$ cat config.mk
export PLATFORM = sky130hd
export DESIGN_NAME = csr_gate
export DESIGN_NICKNAME = d
export VERILOG_FILES = /design/src/rtl/csr_gate_pkg.sv /design/src/rtl/csr_span_lookup.sv /design/src/rtl/csr_field_check.sv /design/src/rtl/csr_xlat_guard.sv /design/src/rtl/csr_gate.sv
export SDC_FILE = /design/constraint.sdc
export NUM_CORES = 1
export LEC_CHECK = 0
export BUFFER_PORTS_ARGS = -buffer_cell sky130_fd_sc_hd__buf_2
export CAP_MARGIN = 30
export CORE_MARGIN = 5
export CORE_UTILIZATION = 60
export DETAILED_ROUTE_END_ITERATION = 8
export PLACE_DENSITY = 0.89
export SYNTH_ARGS = -nofsm -noshare
export SYNTH_HDL_FRONTEND = slang
export SYNTH_HIERARCHICAL = 1
export SYNTH_SLANG_ARGS = --single-unit
$ cat constraint.sdc
create_clock -name vclk -period 4
set_input_delay 0 -clock vclk [all_inputs]
set_output_delay 0 -clock vclk [all_outputs]
set_load 0.01 [all_outputs]
$ cat src/rtl/csr_gate_pkg.sv
package csr_gate_pkg;

    localparam int ADDR_W  = 12;
    localparam int PRIV_W  = 2;
    localparam int N_SPAN  = 7;
    localparam int IDX_W   = 5;

    typedef enum logic [PRIV_W-1:0] {
        PRV_USER  = 2'b00,
        PRV_SUPER = 2'b01,
        PRV_RSVD  = 2'b10,
        PRV_MACH  = 2'b11
    } priv_e;

    localparam logic [1:0]        RO_CODE   = 2'b11;
    localparam logic [ADDR_W-1:0] XLAT_ADDR = 12'h180;

    // contiguous span of implemented addresses
    typedef struct packed {
        logic [ADDR_W-1:0] lo;
        logic [ADDR_W-1:0] hi;
        logic              mach_only;
    } span_t;

    // result of the table lookup
    typedef struct packed {
        logic             hit;
        logic             mach_only;
        logic [IDX_W-1:0] idx;
    } lookup_t;

    // three independent verdicts, all must be 1 to permit
    typedef struct packed {
        logic defined_ok;
        logic field_ok;
        logic xlat_ok;
    } verdict_t;

    // span table, ordered so that the index runs machine spans first
    function automatic span_t span_at(input int i);
        span_t s;
        case (i)
            0:       s = '{lo: 12'hF11, hi: 12'hF14, mach_only: 1'b1};
            1:       s = '{lo: 12'h300, hi: 12'h306, mach_only: 1'b1};
            2:       s = '{lo: 12'h340, hi: 12'h344, mach_only: 1'b1};
            3:       s = '{lo: 12'h100, hi: 12'h100, mach_only: 1'b0};
            4:       s = '{lo: 12'h102, hi: 12'h106, mach_only: 1'b0};
            5:       s = '{lo: 12'h140, hi: 12'h144, mach_only: 1'b0};
            default: s = '{lo: 12'h180, hi: 12'h180, mach_only: 1'b0};
        endcase
        return s;
    endfunction

    // first index of span i: sum of the sizes of the spans before it
    function automatic logic [IDX_W-1:0] span_base(input int i);
        int acc;
        span_t s;
        acc = 0;
        for (int k = 0; k < i; k++) begin
            s   = span_at(k);
            acc = acc + int'(s.hi - s.lo) + 1;
        end
        return IDX_W'(acc);
    endfunction

endpackage

$ cat src/rtl/csr_span_lookup.sv
module csr_span_lookup
    import csr_gate_pkg::*;
#(
    parameter int AW = ADDR_W,
    parameter int NS = N_SPAN,
    parameter int IW = IDX_W
) (
    input  logic [AW-1:0] addr,
    output lookup_t       found
);
    logic [NS-1:0] hit_v;
    logic [NS-1:0] mach_v;
    logic [IW-1:0] idx_v [NS];

    for (genvar g = 0; g < NS; g++) begin : g_span
        localparam span_t       SP   = span_at(g);
        localparam logic [IW-1:0] BASE = span_base(g);
        logic [AW-1:0] diff;
        always_comb begin
            diff      = addr - SP.lo;
            hit_v[g]  = (addr >= SP.lo) && (addr <= SP.hi);
            mach_v[g] = SP.mach_only;
            idx_v[g]  = hit_v[g] ? (BASE + diff[IW-1:0]) : '0;
        end
    end

    // spans never overlap, so an OR merge is exact
    always_comb begin
        found = '0;
        for (int k = 0; k < NS; k++) begin
            found.hit       = found.hit | hit_v[k];
            found.mach_only = found.mach_only | (hit_v[k] & mach_v[k]);
            found.idx       = found.idx | idx_v[k];
        end
    end
endmodule

$ cat src/rtl/csr_field_check.sv
module csr_field_check
    import csr_gate_pkg::*;
#(
    parameter int PW = PRIV_W
) (
    input  logic [1:0]    acc_type,
    input  logic [PW-1:0] min_priv,
    input  logic [PW-1:0] cur_priv,
    input  logic          is_write,
    output logic          field_ok
);
    logic ro_block;
    logic priv_ok;

    always_comb begin
        ro_block = is_write && (acc_type == RO_CODE);
        priv_ok  = cur_priv >= min_priv;
        field_ok = !ro_block && priv_ok;
    end
endmodule

$ cat src/rtl/csr_xlat_guard.sv
module csr_xlat_guard
    import csr_gate_pkg::*;
#(
    parameter int AW = ADDR_W,
    parameter int PW = PRIV_W
) (
    input  logic [AW-1:0] addr,
    input  logic [PW-1:0] cur_priv,
    input  logic          xlat_trap,
    output logic          xlat_ok
);
    always_comb begin
        xlat_ok = !((addr == XLAT_ADDR) &&
                    (priv_e'(cur_priv) == PRV_SUPER) &&
                    xlat_trap);
    end
endmodule

$ cat src/rtl/csr_gate.sv
module csr_gate
    import csr_gate_pkg::*;
(
    input  logic [11:0] csr_addr,
    input  logic [1:0]  cur_priv,
    input  logic        is_write,
    input  logic        xlat_trap,
    output logic        acc_ok,
    output logic        acc_illegal,
    output logic        sel_vld,
    output logic [4:0]  sel_idx
);
    lookup_t  found;
    verdict_t vd;
    priv_e    prv;

    csr_span_lookup #(.AW(ADDR_W), .NS(N_SPAN), .IW(IDX_W)) i_lookup (
        .addr  (csr_addr),
        .found (found)
    );

    csr_field_check #(.PW(PRIV_W)) i_field (
        .acc_type (csr_addr[11:10]),
        .min_priv (csr_addr[9:8]),
        .cur_priv (cur_priv),
        .is_write (is_write),
        .field_ok (vd.field_ok)
    );

    csr_xlat_guard #(.AW(ADDR_W), .PW(PRIV_W)) i_xlat (
        .addr      (csr_addr),
        .cur_priv  (cur_priv),
        .xlat_trap (xlat_trap),
        .xlat_ok   (vd.xlat_ok)
    );

    always_comb begin
        prv = priv_e'(cur_priv);
        if (found.mach_only)
            vd.defined_ok = found.hit && (prv == PRV_MACH);
        else
            vd.defined_ok = found.hit && ((prv == PRV_MACH) || (prv == PRV_SUPER));
        acc_ok      = &vd;
        acc_illegal = !acc_ok;
        sel_vld     = acc_ok;
        sel_idx     = acc_ok ? found.idx : '0;
    end
endmodule

==> impl_metrics.json <==
{
  "status": "finished clean",
  "slew_headroom": 0.7547,
  "grt_max_degree": 10,
  "seq_area_frac_synth": 0,
  "postRouteAntennaNets": 0,
  "regArea_um2": 0,
  "die_w_um": 48.70,
  "whs_path_depth": 4,
  "clock.fmax_ghz": 0.4978,
  "core_area_mm2": 0.001454,
  "p_leak_nw": 0.4665,
  "slew_viol_final": 0,
  "io_buffers": 24,
  "cap_violations": 0,
  "drt_first_pass_iters": 4,
  "dieArea_mm2": 0.002371,
  "avgSynthCellArea_um2": 8.396,
  "path_max_fanout": 8,
  "remaining_drc_errors": 0,
  "cp_top_family": "simple AND/OR/NAND/NOR gates",
  "netlist_area_um2": 898.4,
  "grt_pass1_wl_mm": 4.119,
  "initial_core_util": 0.6179,
  "hpwlAfterDp_mm": 1.900,
  "min_path_type": "input port to output port",
  "tightest_slew_ns": 0.3664,
  "ctsHoldBuffers": 0,
  "path_cells": "buf_2 > inv_1 > ha_1 > nor3b_1 > and4_4 > or2_4 > nor2_2 > nand2_1 > nand4_4 > nor3b_1 > buf_2",
  "syn_nets": 138,
  "post-route-min-period_ns": 2.009,
  "overflow": 0,
  "post_cts_buffers": 0,
  "crit_arrival_ns": 2.01,
  "crit_slowest_cell": "and4_4",
  "rsz0062_at_grt": "no",
  "n_antenna_cell": 0,
  "hp-start": "cur_priv[0]",
  "grt_pass1_vias": 927,
  "yosysUniqueCellTypes": 46,
  "worstSetupPathType": "input port to output port",
  "cp.required_ns": 4.00,
  "hold_path_end": "sel_idx[1]",
  "syn_inst": 107,
  "cp-end-kind": "output port",
  "cts-resized-gates": 0,
  "vias": 931,
  "die_h_um": 48.70,
  "avgViaCountPerCell": 6.421,
  "critPathMaxStageDelay_ns": 0.29,
  "nets": 162,
  "drive_gt1_frac": 0.3488,
  "rows": 14,
  "area_growth_pct": 13.93,
  "yosys_warnings": 6,
  "timing.final.crit_share": 0.5022,
  "grtUsageTotal": 0.2029,
  "tns_ns": 0,
  "flops_and_latches": 0,
  "antenna_found_initial": 0,
  "ir_drop_mv": 0.05278,
  "cp.buffers_inverters": 3,
  "drt-initial-drc-count": 52,
  "num-clock-buffers": 0,
  "p_per_area_mw_per_mm2": 65.62,
  "wl_per_cell_um": 15.85,
  "fin_cells": 145,
  "hold_violations": 0,
  "setup_violations": 0,
  "final_common_cell": "buf_2",
  "final_cell_mix": "buf_2 (24), ha_1 (15), nor2_1 (9), nand2_1 (8), inv_1 (7)",
  "totalWireLength_mm": 2.298,
  "pin_count": 24,
  "startpoint_type": "input port",
  "routabilityCongestion": 0.9699,
  "dp.cells": 145
}
==> cell families (layout without fill, tap and decap cells) <==
family / Yosys count / after routing / synth area share
compound gates: 23 / 23 / 0.2047
xor+xnor: 5 / 5 / 0.04876
fa+ha+maj: 15 / 15 / 0.2089
buf+inv: 9 / 31 / 0.04596
mux: 2 / 2 / 0.02368
simple gates: 53 / 53 / 0.4680
==> worst min-delay path: stages <==
cell and delay [ns]:
buf_2 0.12, nand4_4 0.13, nor3b_1 0.05, buf_2 0.13
==> how the worst max path moves through the flow <==
| stage | startpoint | to | slack, ns | cells after the start |
|---|---|---|---|---|
| after floorplan | csr_addr[2] | sel_vld | 2.40 | 10 |
| after global placement | csr_addr[2] | acc_illegal | 2.09 | 11 |
| after detailed placement | csr_addr[2] | sel_idx[4] | 2.04 | 11 |
| after CTS | csr_addr[2] | sel_idx[4] | 2.04 | 11 |
| after global routing | csr_addr[2] | sel_idx[4] | 1.80 | 11 |
| final | csr_addr[2] | sel_idx[4] | 1.99 | 11 |
==> where the power goes <==
part	leakage, nW	switching [mW]	internal, mW
Sequential	0	0	0
Combinational	0.466	0.0400	0.0272
Clock	0	0	0
==> cells in the mapped netlist, types with 2 or more instances <==
master / count / area share
o211ai_1: 2 / 0.017
nand3_1: 2 / 0.011
ha_1: 15 / 0.21
nand4_1: 2 / 0.014
nor4b_4: 2 / 0.053
inv_1: 7 / 0.029
and3b_1: 2 / 0.020
a21oi_1: 5 / 0.028
nand2_1: 8 / 0.033
nor2_1: 9 / 0.038
buf_4: 2 / 0.017
nor3_1: 2 / 0.011
nor4b_2: 3 / 0.050
xor2_1: 3 / 0.029
o21ai_1: 2 / 0.011
xnor2_1: 2 / 0.020
nand2b_1: 2 / 0.014
nor3b_1: 6 / 0.050
a31oi_1: 2 / 0.014
a21oi_2: 2 / 0.020
nor2b_1: 2 / 0.014
==> layout make-up <==
| type | count | area [um2] |
|---|---|---|
| inverters | 7 | 26.28 |
| repair buffers | 24 | 120.1 |
| well taps | 16 | 20.02 |
| fillers | 114 | 430.4 |
| multi-input cells | 98 | 857.1 |
==> per-stage QoR <==
stage               setup slack (ns)  utilization  hold slack [ns]  area (um2)  power, mW
floorplan                      2.403            -           0.1682       898.4    0.03954
global placement               2.093       0.7040           0.4264        1023    0.06390
detailed placement             2.042       0.7040           0.4358        1023    0.06626
CTS                            2.042       0.7040           0.4384        1023    0.06661
global route                   1.803       0.7040           0.4814        1023    0.07425
finish                         1.991       0.7040           0.4374        1023    0.06716
==> metal layers <==
metal / vias to the layer above / global-route usage / routed length (um) / share of wire
li1: 447 / - / - / -
met1: 427 / 0.2601 / 909 / 0.40
met5: - / 0 / 0 / 0
met2: 45 / 0.3391 / 1103 / 0.48
met3: 12 / 0.02147 / 171 / 0.074
met4: 0 / 0.08520 / 113 / 0.049
Note: power is estimated with default switching activity, not from simulation.
